## src/rtl/timing_pi_pkg.sv

```systemverilog
package timing_pi_pkg;
  localparam int SEL_W = 3;

  function automatic int lim_width(input logic [SEL_W-1:0] sel);
    case (sel)
      3'd0: lim_width = 8;
      3'd1: lim_width = 10;
      3'd2: lim_width = 12;
      3'd3: lim_width = 14;
      3'd4: lim_width = 16;
      3'd5: lim_width = 17;
      3'd6: lim_width = 18;
      default: lim_width = 20;
    endcase
  endfunction
endpackage

```

## src/rtl/pi_prop_path.sv

```systemverilog
module pi_prop_path #(
  parameter int ERR_W = 12,
  parameter int GAIN_W = 8,
  parameter int SHIFT = 4,
  localparam int PROD_W = ERR_W + GAIN_W + 1
) (
  input  logic signed [ERR_W-1:0]  err_in,
  input  logic [GAIN_W-1:0]        alpha,
  output logic signed [PROD_W-1:0] prop
);
  logic signed [PROD_W-1:0] product;

  always_comb begin
    product = err_in * $signed({1'b0, alpha});
    prop    = product >>> SHIFT;
  end
endmodule

```

## src/rtl/pi_integrator.sv

```systemverilog
module pi_integrator
  import timing_pi_pkg::*;
#(
  parameter int ERR_W = 12,
  parameter int MANT_W = 5,
  parameter int EXP_W = 3,
  parameter int INT_W = 24,
  parameter int RD_W = 8
) (
  input  logic                      clk,
  input  logic                      rst,
  input  logic                      err_valid,
  input  logic signed [ERR_W-1:0]   err_in,
  input  logic [MANT_W+EXP_W-1:0]   beta_code,
  input  logic [SEL_W-1:0]          lim_sel,
  input  logic                      int_clear,
  input  logic                      int_wr,
  input  logic [RD_W-1:0]           int_wdata,
  output logic signed [INT_W-1:0]   acc_next,
  output logic signed [INT_W-1:0]   acc_q,
  output logic [RD_W-1:0]           int_rdata
);
  localparam int SCL_W = ERR_W + MANT_W + 1;
  localparam int INC_W = SCL_W + (2**EXP_W - 1);
  localparam int SUM_W = ((INT_W > INC_W) ? INT_W : INC_W) + 1;

  logic [MANT_W-1:0]        mant;
  logic [EXP_W-1:0]         expo;
  logic signed [SCL_W-1:0]  scaled;
  logic signed [INC_W-1:0]  inc;
  logic signed [SUM_W-1:0]  sum, hi, lo, clipped;
  logic signed [INT_W-1:0]  wval, rd_shift;
  int                       w;

  always_comb begin
    mant    = beta_code[MANT_W-1:0];
    expo    = beta_code[MANT_W+EXP_W-1 -: EXP_W];
    w       = lim_width(lim_sel);
    scaled  = err_in * $signed({1'b0, mant});
    inc     = INC_W'(scaled) <<< expo;
    sum     = SUM_W'(acc_q) + SUM_W'(inc);
    hi      = (SUM_W'(1) <<< (w - 1)) - SUM_W'(1);
    lo      = ~hi;
    if (sum > hi)      clipped = hi;
    else if (sum < lo) clipped = lo;
    else               clipped = sum;
    wval    = INT_W'($signed(int_wdata)) <<< (w - RD_W);

    if (int_clear)      acc_next = '0;
    else if (int_wr)    acc_next = wval;
    else if (err_valid) acc_next = INT_W'(clipped);
    else                acc_next = acc_q;

    rd_shift  = acc_q >>> (w - RD_W);
    int_rdata = rd_shift[RD_W-1:0];
  end

  always_ff @(posedge clk) begin
    if (rst) acc_q <= '0;
    else     acc_q <= acc_next;
  end
endmodule

```

## src/rtl/pi_out_stage.sv

```systemverilog
module pi_out_stage #(
  parameter int INT_W = 24,
  parameter int PROD_W = 21,
  parameter int OUT_W = 16
) (
  input  logic                     clk,
  input  logic                     rst,
  input  logic                     err_valid,
  input  logic signed [INT_W-1:0]  acc_next,
  input  logic signed [PROD_W-1:0] prop,
  output logic signed [OUT_W-1:0]  ctrl_out
);
  localparam int OSUM_W = ((INT_W > PROD_W) ? INT_W : PROD_W) + 1;
  localparam logic signed [OSUM_W-1:0] OHI = OSUM_W'((64'sd1 <<< (OUT_W - 1)) - 64'sd1);
  localparam logic signed [OSUM_W-1:0] OLO = ~OHI;

  logic signed [OSUM_W-1:0] total;
  logic signed [OUT_W-1:0]  clipped;

  always_comb begin
    total = OSUM_W'(acc_next) + OSUM_W'(prop);
    if (total > OHI)      clipped = OUT_W'(OHI);
    else if (total < OLO) clipped = OUT_W'(OLO);
    else                  clipped = OUT_W'(total);
  end

  always_ff @(posedge clk) begin
    if (rst)            ctrl_out <= '0;
    else if (err_valid) ctrl_out <= clipped;
  end
endmodule

```

## src/rtl/timing_pi_filter.sv

```systemverilog
module timing_pi_filter
  import timing_pi_pkg::*;
#(
  parameter int ERR_W = 12,
  parameter int GAIN_W = 8,
  parameter int MANT_W = 5,
  parameter int INT_W = 24,
  parameter int OUT_W = 16,
  parameter int PROP_SHIFT = 4,
  parameter int RD_W = 8,
  localparam int EXP_W = GAIN_W - MANT_W,
  localparam int PROD_W = ERR_W + GAIN_W + 1
) (
  input  logic                     clk,
  input  logic                     rst,
  input  logic                     err_valid,
  input  logic signed [ERR_W-1:0]  err_in,
  input  logic [GAIN_W-1:0]        alpha,
  input  logic [GAIN_W-1:0]        beta_code,
  input  logic [SEL_W-1:0]         lim_sel,
  input  logic                     int_clear,
  input  logic                     int_wr,
  input  logic [RD_W-1:0]          int_wdata,
  output logic [RD_W-1:0]          int_rdata,
  output logic signed [OUT_W-1:0]  ctrl_out
);
  logic signed [PROD_W-1:0] prop;
  logic signed [INT_W-1:0]  acc_next;
  logic signed [INT_W-1:0]  int_value;

  pi_prop_path #(.ERR_W(ERR_W), .GAIN_W(GAIN_W), .SHIFT(PROP_SHIFT)) u_prop (
    .err_in(err_in), .alpha(alpha), .prop(prop)
  );

  pi_integrator #(.ERR_W(ERR_W), .MANT_W(MANT_W), .EXP_W(EXP_W),
                  .INT_W(INT_W), .RD_W(RD_W)) u_int (
    .clk(clk), .rst(rst), .err_valid(err_valid), .err_in(err_in),
    .beta_code(beta_code), .lim_sel(lim_sel), .int_clear(int_clear),
    .int_wr(int_wr), .int_wdata(int_wdata), .acc_next(acc_next),
    .acc_q(int_value), .int_rdata(int_rdata)
  );

  pi_out_stage #(.INT_W(INT_W), .PROD_W(PROD_W), .OUT_W(OUT_W)) u_out (
    .clk(clk), .rst(rst), .err_valid(err_valid), .acc_next(acc_next),
    .prop(prop), .ctrl_out(ctrl_out)
  );
endmodule

```

## config.mk

```make
export PLATFORM = sky130hd
export DESIGN_NAME = timing_pi_filter
export DESIGN_NICKNAME = d
export VERILOG_FILES = /design/src/rtl/timing_pi_pkg.sv /design/src/rtl/pi_prop_path.sv /design/src/rtl/pi_integrator.sv /design/src/rtl/pi_out_stage.sv /design/src/rtl/timing_pi_filter.sv
export SDC_FILE = /design/constraint.sdc
export NUM_CORES = 1
export LEC_CHECK = 0
export BUFFER_PORTS_ARGS = -buffer_cell sky130_fd_sc_hd__buf_4
export CAP_MARGIN = 20
export CELL_PAD_IN_SITES_DETAIL_PLACEMENT = 1
export CELL_PAD_IN_SITES_GLOBAL_PLACEMENT = 1
export CORE_MARGIN = 4
export CORE_UTILIZATION = 49
export CTS_CLUSTER_SIZE = 14
export DETAILED_ROUTE_END_ITERATION = 7
export PLACE_DENSITY = 0.94
export SLEW_MARGIN = 20
export SYNTH_ARGS = -nofsm -noshare
export SYNTH_HDL_FRONTEND = slang
export SYNTH_SLANG_ARGS = --single-unit
```

## constraint.sdc

```tcl
create_clock -name clk -period 13.6 [get_ports clk]
set_input_delay 1.36 -clock clk [delete_from_list [all_inputs] [get_ports clk]]
set_output_delay 1.36 -clock clk [all_outputs]
set_load 0.02 [all_outputs]
```

==> results of run 1 <==
==> timing repair <==
action	4_1_cts	5_1_grt
buffers inserted	0	4
endpoints found under the setup margin	0	15
hold buffers	0	0
hold endpoints to repair	0	0
resized for setup	0	20
==> metrics by stage <==
stage	worst slack [ns]	util [%]	hold slack (ns)	instance area (µm²)
2_1_floorplan	1.35	-	0.544	15200
3_3_place_gp	0.397	51.8	0.476	15900
3_5_place_dp	-0.128	51.8	0.492	15900
4_1_cts	0.0208	52.3	0.502	16000
5_1_grt	-0.141	52.7	0.518	16100
6_report	0.349	52.7	0.502	16100
==> Yosys cell counts, drive strengths merged, types with 12 or more instances <==
| library cell | n | share of area (%) |
|---|---|---|
| xnor2 | 53 | 3.1 |
| o21a | 16 | 0.79 |
| dfxtp | 40 | 5.3 |
| fa | 117 | 15 |
| inv | 241 | 6.0 |
| o211ai | 12 | 0.59 |
| and2 | 116 | 4.8 |
| o21ai | 100 | 3.3 |
| or3 | 16 | 0.66 |
| mux2i | 57 | 3.8 |
| o21bai | 16 | 0.79 |
| a21oi | 135 | 4.5 |
| nor2 | 135 | 3.4 |
| a21o | 34 | 1.7 |
| nand3 | 41 | 1.4 |
| nor3 | 56 | 1.8 |
| clkbuf | 93 | 2.6 |
| xor2 | 18 | 1.0 |
| nand2 | 225 | 5.7 |
| a31oi | 40 | 1.6 |
| a211oi | 53 | 3.0 |
| buf | 14 | 0.47 |
| nor2b | 23 | 0.95 |
| and3 | 14 | 0.59 |
| ha | 181 | 15 |
| mux2 | 23 | 1.7 |
| nand2b | 21 | 0.87 |
==> worst register-to-register path: cells and delay by family (launching register included) <==
family	cells	cell delay, ns
compound gates	16	3.88
simple gates	11	2.51
fa+ha+maj	4	1.52
buf+inv	3	0.62
flops	1	0.38
==> metal layers <==
| metal | vias up | track usage (%) | wire (µm) |
|---|---|---|---|
| met5 | - | 0 | 0 |
| met3 | 262 | 5.48 | 4220 |
| met2 | 759 | 61.1 | 30000 |
| li1 | 7030 | - | - |
| met1 | 7854 | 40.6 | 22800 |
| met4 | 0 | 18.0 | 3600 |
==> flip-flops by register name (all words and copies together) (netlist names) <==
signal          flops
u_int.acc_q        24
u_out.ctrl_out     16
==> how the worst min path moves through the flow <==
stage                              end  slack [ns]  cells past startpoint
global placement     u_out.ctrl_out[3]        0.48                      2
CTS                  u_out.ctrl_out[3]        0.50                      2
global route         u_out.ctrl_out[3]        0.52                      2
finish              u_out.ctrl_out[15]        0.50                      2
detailed placement   u_out.ctrl_out[3]        0.49                      2
floorplan           u_out.ctrl_out[15]        0.54                      2
==> cell families after synthesis <==
family                     after synthesis
adders and majority gates              298
xor gates and xnor gates                71
AOI/OAI and AO/OA                      507
buffers and inverters                  351
other                                    2
muxes                                   84
DFF                                     40
and+or+nand+nor                        696
==> area by class of cell <==
| class | count | area [µm²] | area share, % |
|---|---|---|---|
| clock buffers | 5 | 125 | 0.776 |
| clock inverters | 3 | 18.8 | 0.116 |
| inverters | 243 | 912 | 5.66 |
| multi-input cells | 1659 | 13100 | 81.1 |
| flip-flops and latches | 40 | 801 | 4.97 |
| well taps | 396 | 495 | 3.07 |
| repair buffers | 92 | 691 | 4.28 |
==> metrics.md, run 1 <==
| Metric | Value |
|---|---|
| Multiplexer area fraction after synthesis | `just over 6%` |
| TritonCTS clock tree | `done` |
| Most common cell after layout, fill and taps aside | `inv_1` |
| Die span in y | `between 150 and 200 µm` |
| Slew HR | `between 20% and 30%` |
| Root buffer cell | `clkbuf_16` |
| Worst-margin pin slew | `around 1.1 ns` |
| Cell variety after synth | `93` |
| Reg2Reg Launch Point | `u_int.acc_q[0]` |
| Remaining global-route overflow | `0` |
| Non-Filler Instances | `2438` |
| Placed cell count | `~2400` |
| Max H-tree Level | `2` |
| Most used cell, CP | `ha_1` |
| CP bufs+invs | `7` |
| Row count | `64` |
| Worst skew pair latency | `~0.30 ns` |
| Worst reg-to-reg setup slack | `4.62 ns` |
| Vias in the first global route | `about 17000` |
| Critical Path Sink | `u_out.ctrl_out[13]` |
| Clk_skew | `0.0107 ns` |
| Hold_sp | `u_out.ctrl_out[15]` |
| Critical path's slowest cell | `fa_1` |
| CORE AREA | `slightly above 30000 µm²` |
| First-pass GRT wire length | `approximately 94 mm` |
| Post-Synth Simple-Gate Area | `a little under a quarter` |
| Syn. warnings | `0` |
| Vias/cell | `about 6.5` |
| Main combinational cell family by area after synthesis | `adder cells` |
| Setup_tns | `0 ns` |
| Synth Flop Type | `dfxtp_1` |
| CTS Buf Count | `5` |
| Total GRT Usage | `a little over a third` |
| CTS max path bufs | `2` |
| Most frequent cells in the layout | `inv_1, nand2_1, ha_1` |
| Io pins | `around 70` |
| CP Max Fanout | `13` |
| Setup crit start kind | `primary input` |
| Asr flop ratio synth | `0%` |
| Die Span X | `roughly 180 µm` |
| Stages on the worst setup path | `49` |
| CP Launch Point | `err_in[2]` |
| CP Data Required Time | `13.81 ns` |
| Final Cycle Share | `between 90% and 100%` |
| Reg2Reg Depth | `34` |
| Antenna viol nets, final | `0` |
| Tmin final | `roughly 13 ns` |
| Max Clock Freq | `75.5 MHz` |
| WP data arrival | `around 13 ns` |
| Die Area | `~34000 µm²` |
| Final setup fails | `0` |
| Crit-path max cell delay | `around 0.64 ns` |
| Cells after Synth | `between 2000 and 2500` |
| Wire per inst | `24.9 µm` |
| Synth Area in Compound Gates | `around 22%` |
| Worst Path Class, Setup | `in -> reg` |
| Pre-Repair DR Iteration Count | `6` |
| Register bit count reported by yosys | `40` |
| Clk pin slew, worst setup/hold paths | `about 0.06 ns` |
| Worst hold path type | `reg -> reg` |
| Post-DP HPWL | `~50 mm` |
| Initial core utilization | `49.6%` |
| Max-slew violations | `0` |
| DR iter-0 viols | `about 1400` |
| Layout Nets | `2383` |
| Layout area overhead | `6.29%` |
| Pin count of the biggest net entering global routing | `58` |
| # diodes | `0` |
| Initial antenna violation count | `0` |
| Cell family with most CP delay | `compound AO/OA/AOI/OAI gates` |
| Status | `complete, no violations` |
| Post-Route WL | `~60 mm` |
| EDFF count, synth | `0` |
| Count of input and output buffers | `67` |
| Layout cells sized above 1 | `under 10%` |
| Register area share after synthesis | `under 10%` |
| RR Endpoint | `u_out.ctrl_out[13]` |
| CP endpoint kind | `flop` |
| Synth Area per Inst | `around 7.4 µm²` |
| DRC | `0` |
| Mapped Area | `~15000 µm²` |
| XOR/XNOR share of the synthesized area | `4.10%` |
| Maxcap violations | `0` |
| Fill cells | `between 3000 and 4000` |
| Clock tree sinks | `40` |
| RD Place Congestion | `1.01` |
| Synth Area in Adders | `a little under a third` |
| Final Hold Vio Count | `0` |
| Vias | `between 15000 and 20000` |
Power of run 1 is not shown: default switching activity piles up to over one toggle a cycle in this logic, so the estimate is an artifact.
==> run 2, diff against run 1 <==
--- a/config.mk
+++ b/config.mk
@@ -5,15 +5,16 @@
 export SDC_FILE = /design/constraint.sdc
 export NUM_CORES = 1
 export LEC_CHECK = 0
+export ABC_CLOCK_PERIOD_IN_PS = 16800
 export BUFFER_PORTS_ARGS = -buffer_cell sky130_fd_sc_hd__buf_4
 export CAP_MARGIN = 20
 export CELL_PAD_IN_SITES_DETAIL_PLACEMENT = 1
 export CELL_PAD_IN_SITES_GLOBAL_PLACEMENT = 1
 export CORE_MARGIN = 4
-export CORE_UTILIZATION = 49
-export CTS_CLUSTER_SIZE = 14
+export CORE_UTILIZATION = 52
+export CTS_CLUSTER_SIZE = 8
 export DETAILED_ROUTE_END_ITERATION = 7
-export PLACE_DENSITY = 0.94
+export PLACE_DENSITY = 0.95
 export SLEW_MARGIN = 20
 export SYNTH_ARGS = -nofsm -noshare
 export SYNTH_HDL_FRONTEND = slang
==> constraint.sdc (replaced) <==
create_clock -name clk -period 16.8 [get_ports clk]
set_input_delay 1.68 -clock clk [delete_from_list [all_inputs] [get_ports clk]]
set_output_delay 1.68 -clock clk [all_outputs]
set_load 0.02 [all_outputs]
==> metrics.md, run 2 (synthesized netlist as in run 1, its figures left out) <==
| Metric | Value |
|---|---|
| First-pass GRT wire length | `between 90 and 100 mm` |
| Initial core utilization | `around 53%` |
| RSZ-0062 raised after global routing | `false` |
| Antenna viol nets, final | `0` |
| RD Place Congestion | `between 0.9 and 1` |
| Worst Path Class, Setup | `in -> reg` |
| Postcts setup bufs | `0` |
| Initial antenna violation count | `0` |
| Clk pin slew, worst setup/hold paths | `0.07 ns` |
| Biggest regs | `u_int.acc_q x24, u_out.ctrl_out x16` |
| Final setup fails | `0` |
| Wire per inst | `roughly 24 µm` |
| DR iter-0 viols | `1569` |
| Post-Route WL | `around 58 mm` |
| TritonCTS clock tree | `done` |
| Max H-tree Level | `2` |
| Clock tree sinks | `40` |
| Max FFs per register | `24` |
| Tmin final | `15.06 ns` |
| Worst skew pair latency | `roughly 0.31 ns` |
| Maxcap violations | `0` |
| CTS max path bufs | `2` |
| Layout cells sized above 1 | `slightly above 8%` |
| Most frequent cells in the layout | `inv_1, nand2_1, ha_1` |
| Reg2Reg Depth | `31` |
| DRC | `0` |
| Critical path's slowest cell | `o41ai_4` |
| Setup WS post-layout | `between 1.5 and 2 ns` |
| Largest Register | `u_int.acc_q` |
| Hold_ws | `0.499 ns` |
| Vias in the first global route | `roughly 17000` |
| Pin count of the biggest net entering global routing | `between 50 and 60` |
| Pre-Repair DR Iteration Count | `5` |
| Worst hold path type | `reg -> reg` |
| CORE AREA | `approximately 29000 µm²` |
| Count of input and output buffers | `67` |
| Setup_tns | `0 ns` |
| Setup crit start kind | `primary input` |
| Root buffer cell | `clkbuf_16` |
| Most common cell after layout, fill and taps aside | `inv_1` |
| # diodes | `0` |
| Die Span X | `179 µm` |
| CTS resizes | `0` |
| Io pins | `68` |
| Vias | `approximately 16000` |
| Final Hold Vio Count | `0` |
| Total GRT Usage | `35.7%` |
| Worst Hold Depth | `2` |
| Final Cycle Share | `approximately nine tenths` |
| Remaining global-route overflow | `0` |
| Vias/cell | `roughly 6.6` |
| Layout area overhead | `5.05%` |
| Most used cell, CP | `ha_1` |
| Layout Nets | `2368` |
| Max-slew violations | `0` |
| Max Clock Freq | `66.4 MHz` |
| Hold Buf Count CTS | `0` |
| WP data arrival | `15.17 ns` |
| Clk_skew | `0.0123 ns` |
| CP endpoint kind | `flop` |
| Slew HR | `a little over a quarter` |
| CP Max Fanout | `15` |
| Worst-margin pin slew | `1.10 ns` |
| Crit-path max cell delay | `slightly below 1 ns` |
| Die Area | `32000 µm²` |
| Post-DP HPWL | `47.1 mm` |
| Status | `complete, no violations` |
| Row count | `62` |
| Die span in y | `~180 µm` |
| CP Data Required Time | `~17 ns` |
| Post-place setup slack | `approximately 1.9 ns` |
| CTS Buf Count | `5` |
-- run 2: worst paths after layout --
path,start,endpoint,slack (ns)
worst max-delay path,err_in[2],u_out.ctrl_out[3],1.74
worst min-delay path,u_out.ctrl_out[15],u_out.ctrl_out[15],0.50
worst max register to register,u_int.acc_q[0],u_out.ctrl_out[3],6.19
worst min register to register,u_out.ctrl_out[15],u_out.ctrl_out[15],0.50
-- run 2: stage by stage --
| step | utilization [%] | cells | cell area [µm²] |
|---|---|---|---|
| finish | 55.5 | 2411 | 15900 |
| CTS | 55.5 | 2411 | 15900 |
| global placement | 54.9 | 2403 | 15800 |
| global route | 55.5 | 2411 | 15900 |
| detailed placement | 54.9 | 2403 | 15800 |
| floorplan | - | 2050 | 15200 |
-- run 2: layout make-up --
cell class	count	area, µm²
Inverter	243	912
Tap cell	384	480
Fill cell	3699	12800
Timing Repair Buffer	77	578
Clock buffer	5	125
Sequential cell	40	801
Multi-Input combinational cell	1659	13000
Clock inverter	3	46.3
-- run 2: worst max-delay path: cells and delay by family --
kind / cells / cell delay, ns
AO/OA/AOI/OAI: 21 / 6.45
multiplexers: 2 / 0.43
AND/OR/NAND/NOR: 12 / 3.05
XOR/XNOR: 1 / 0.26
adder cells (fa/ha/maj): 7 / 2.82
buffers and inverters: 5 / 0.46
-- run 2: per-layer routing --
metal | vias to the layer above | share of wire (%) | track usage, %
li1 | 7008 | - | -
met1 | 7892 | 38 | 42.5
met2 | 773 | 49 | 62.5
met3 | 246 | 7.1 | 5.59
met4 | 0 | 5.7 | 17.6
met5 | - | 0 | 0
Power of run 2 is left out for the same reason.
==> run 3, diff against run 2 <==
--- a/config.mk
+++ b/config.mk
@@ -6,14 +6,13 @@
 export NUM_CORES = 1
 export LEC_CHECK = 0
 export ABC_CLOCK_PERIOD_IN_PS = 16800
-export BUFFER_PORTS_ARGS = -buffer_cell sky130_fd_sc_hd__buf_4
-export CAP_MARGIN = 20
 export CELL_PAD_IN_SITES_DETAIL_PLACEMENT = 1
 export CELL_PAD_IN_SITES_GLOBAL_PLACEMENT = 1
 export CORE_MARGIN = 4
-export CORE_UTILIZATION = 52
+export CORE_UTILIZATION = 54
 export CTS_CLUSTER_SIZE = 8
 export DETAILED_ROUTE_END_ITERATION = 7
+export DONT_BUFFER_PORTS = 1
 export PLACE_DENSITY = 0.95
 export SLEW_MARGIN = 20
 export SYNTH_ARGS = -nofsm -noshare
==> metrics.md, run 3 (synthesized netlist as in run 1, its figures left out) <==
| Metric | Value |
|---|---|
| Final Total Pwr | `0.00373 W` |
| CORE AREA | `27800 µm²` |
| Max-slew violations | `0` |
| Post-DP HPWL | `46.5 mm` |
| Setup crit start kind | `primary input` |
| Final setup fails | `0` |
| Layout Nets | `between 2000 and 2500` |
| CP Launch Point | `err_in[3]` |
| CP Max Fanout | `15` |
| Max H-tree Level | `2` |
| CP Data Required Time | `roughly 17 ns` |
| Crit-path max cell delay | `just under 0.9 ns` |
| Vias/cell | `roughly 6.6` |
| Worst hold path type | `reg -> reg` |
| Die span in y | `approximately 180 µm` |
| CTS resizes | `0` |
| Max FFs per register | `24` |
| Wire per inst | `24.4 µm` |
| Setup_tns | `0 ns` |
| Pin count of the biggest net entering global routing | `58` |
| RR Endpoint | `u_out.ctrl_out[3]` |
| Count of input and output buffers | `0` |
| Maxcap violations | `0` |
| Most frequent cells in the layout | `inv_1, nand2_1, ha_1` |
| RSZ-0062 raised after global routing | `false` |
| Io pins | `68` |
| Die Area | `between 30000 and 40000 µm²` |
| Tmin final | `15.20 ns` |
| CP endpoint kind | `flop` |
| CTS Buf Count | `5` |
| Clk_skew | `slightly below 0.003 ns` |
| Worst-margin pin slew | `1.04 ns` |
| CP bufs+invs | `1` |
| Slew HR | `between 20% and 30%` |
| First-pass GRT wire length | `88.7 mm` |
| Remaining global-route overflow | `0` |
| Antenna viol nets, final | `0` |
| Reg2Reg Depth | `31` |
| Largest Register | `u_int.acc_q` |
| Pre-Repair DR Iteration Count | `5` |
| Most common cell after layout, fill and taps aside | `inv_1` |
| Post-Route WL | `approximately 57 mm` |
| Worst skew pair latency | `0.30 ns` |
| TritonCTS clock tree | `done` |
| Worst Path Class, Setup | `in -> reg` |
| Reg2Reg Launch Point | `u_int.acc_q[0]` |
| Clk pin slew, worst setup/hold paths | `0.06 ns` |
| Stages on the worst setup path | `44` |
| Critical Path Sink | `u_out.ctrl_out[3]` |
| RD Place Congestion | `roughly 0.97` |
| Leakage | `approximately 7.4 nW` |
| Layout area overhead | `1.51%` |
| Layout cells sized above 1 | `approximately 4.9%` |
| Critical path's slowest cell | `o41ai_4` |
| Worst-case vdd ir drop | `between 0.0002 and 0.0003 V` |
| Vias in the first global route | `16300` |
| Row count | `61` |
| Max Clock Freq | `roughly 66 MHz` |
| Final Hold Vio Count | `0` |
| Status | `complete, no violations` |
| Initial core utilization | `approximately 55%` |
| # diodes | `0` |
| Initial antenna violation count | `0` |
| Root buffer cell | `clkbuf_16` |
| WP data arrival | `~15 ns` |
| Postcts setup bufs | `0` |
| Power density cells | `~240 nW/µm²` |
| Vias | `15500` |
| Final Cycle Share | `between 90% and 100%` |
| Clock tree sinks | `40` |
| Total GRT Usage | `35.9%` |
| DRC | `0` |
| Most used cell, CP | `ha_1` |
| CTS max path bufs | `2` |
| Worst reg-to-reg setup slack | `about 6.1 ns` |
| Cell family with most CP delay | `compound AO/OA/AOI/OAI gates` |
| Biggest regs | `u_int.acc_q x24, u_out.ctrl_out x16` |
| Die Span X | `roughly 180 µm` |
| Hold Buf Count CTS | `0` |
| DR iter-0 viols | `between 1000 and 1500` |
run 3: where the power goes:
group	total (W)	switching, W	leakage (nW)	internal (W)
Sequential	0.000176	0.0000544	0.329	0.000121
Combinational	0.00345	0.00216	6.95	0.00129
Clock	0.000105	0.0000428	0.0760	0.0000625
Total	0.00373	0.00226	7.35	0.00147
run 3: layout make-up:
cell class,instances,area (µm²)
clock buffers,7,153
flip-flops and latches,40,801
fillers,3606,12400
multi-input cells,1659,13000
repair buffers,9,67.6
well taps,378,473
inverters,243,912
run 3: metal layers:
| metal | wire length (µm) | vias to the layer above | global-route usage, % |
|---|---|---|---|
| li1 | - | 6855 | - |
| met1 | 21300 | 7615 | 43.3 |
| met2 | 27700 | 776 | 62.6 |
| met3 | 4480 | 249 | 5.19 |
| met4 | 3490 | 0 | 18.1 |
| met5 | 0 | - | 0 |
run 3: worst min path at each step:
stage | startpoint | to | cells past startpoint
after global routing | u_out.ctrl_out[15] | u_out.ctrl_out[15] | 2
final | u_out.ctrl_out[4] | u_out.ctrl_out[4] | 2
after global placement | u_out.ctrl_out[3] | u_out.ctrl_out[3] | 2
after floorplan | u_out.ctrl_out[15] | u_out.ctrl_out[15] | 2
after CTS | u_out.ctrl_out[4] | u_out.ctrl_out[4] | 2
after detailed placement | u_out.ctrl_out[4] | u_out.ctrl_out[4] | 2
run 3: metrics by stage:
stage	std cells	cell area (µm²)	hold WS (ns)	worst slack (ns)	utilization, %
finish	2336	15400	0.592	1.60	55.4
global route	2336	15400	0.628	0.929	55.4
CTS	2336	15400	0.597	1.90	55.4
detailed placement	2329	15200	0.582	1.64	54.9
global placement	2329	15200	0.564	2.31	54.9
floorplan	2050	15200	0.544	4.23	-
run 3: worst reg2reg max path: cells and delay by family, from the launching register on:
kind	cells	cell delay, ns
and+or+nand+nor	10	3.33
AOI/OAI and AO/OA	16	5.26
xor gates and xnor gates	1	0.18
DFF	1	0.41
adders and majority gates	4	1.50
(Power assumes the default switching activity.)
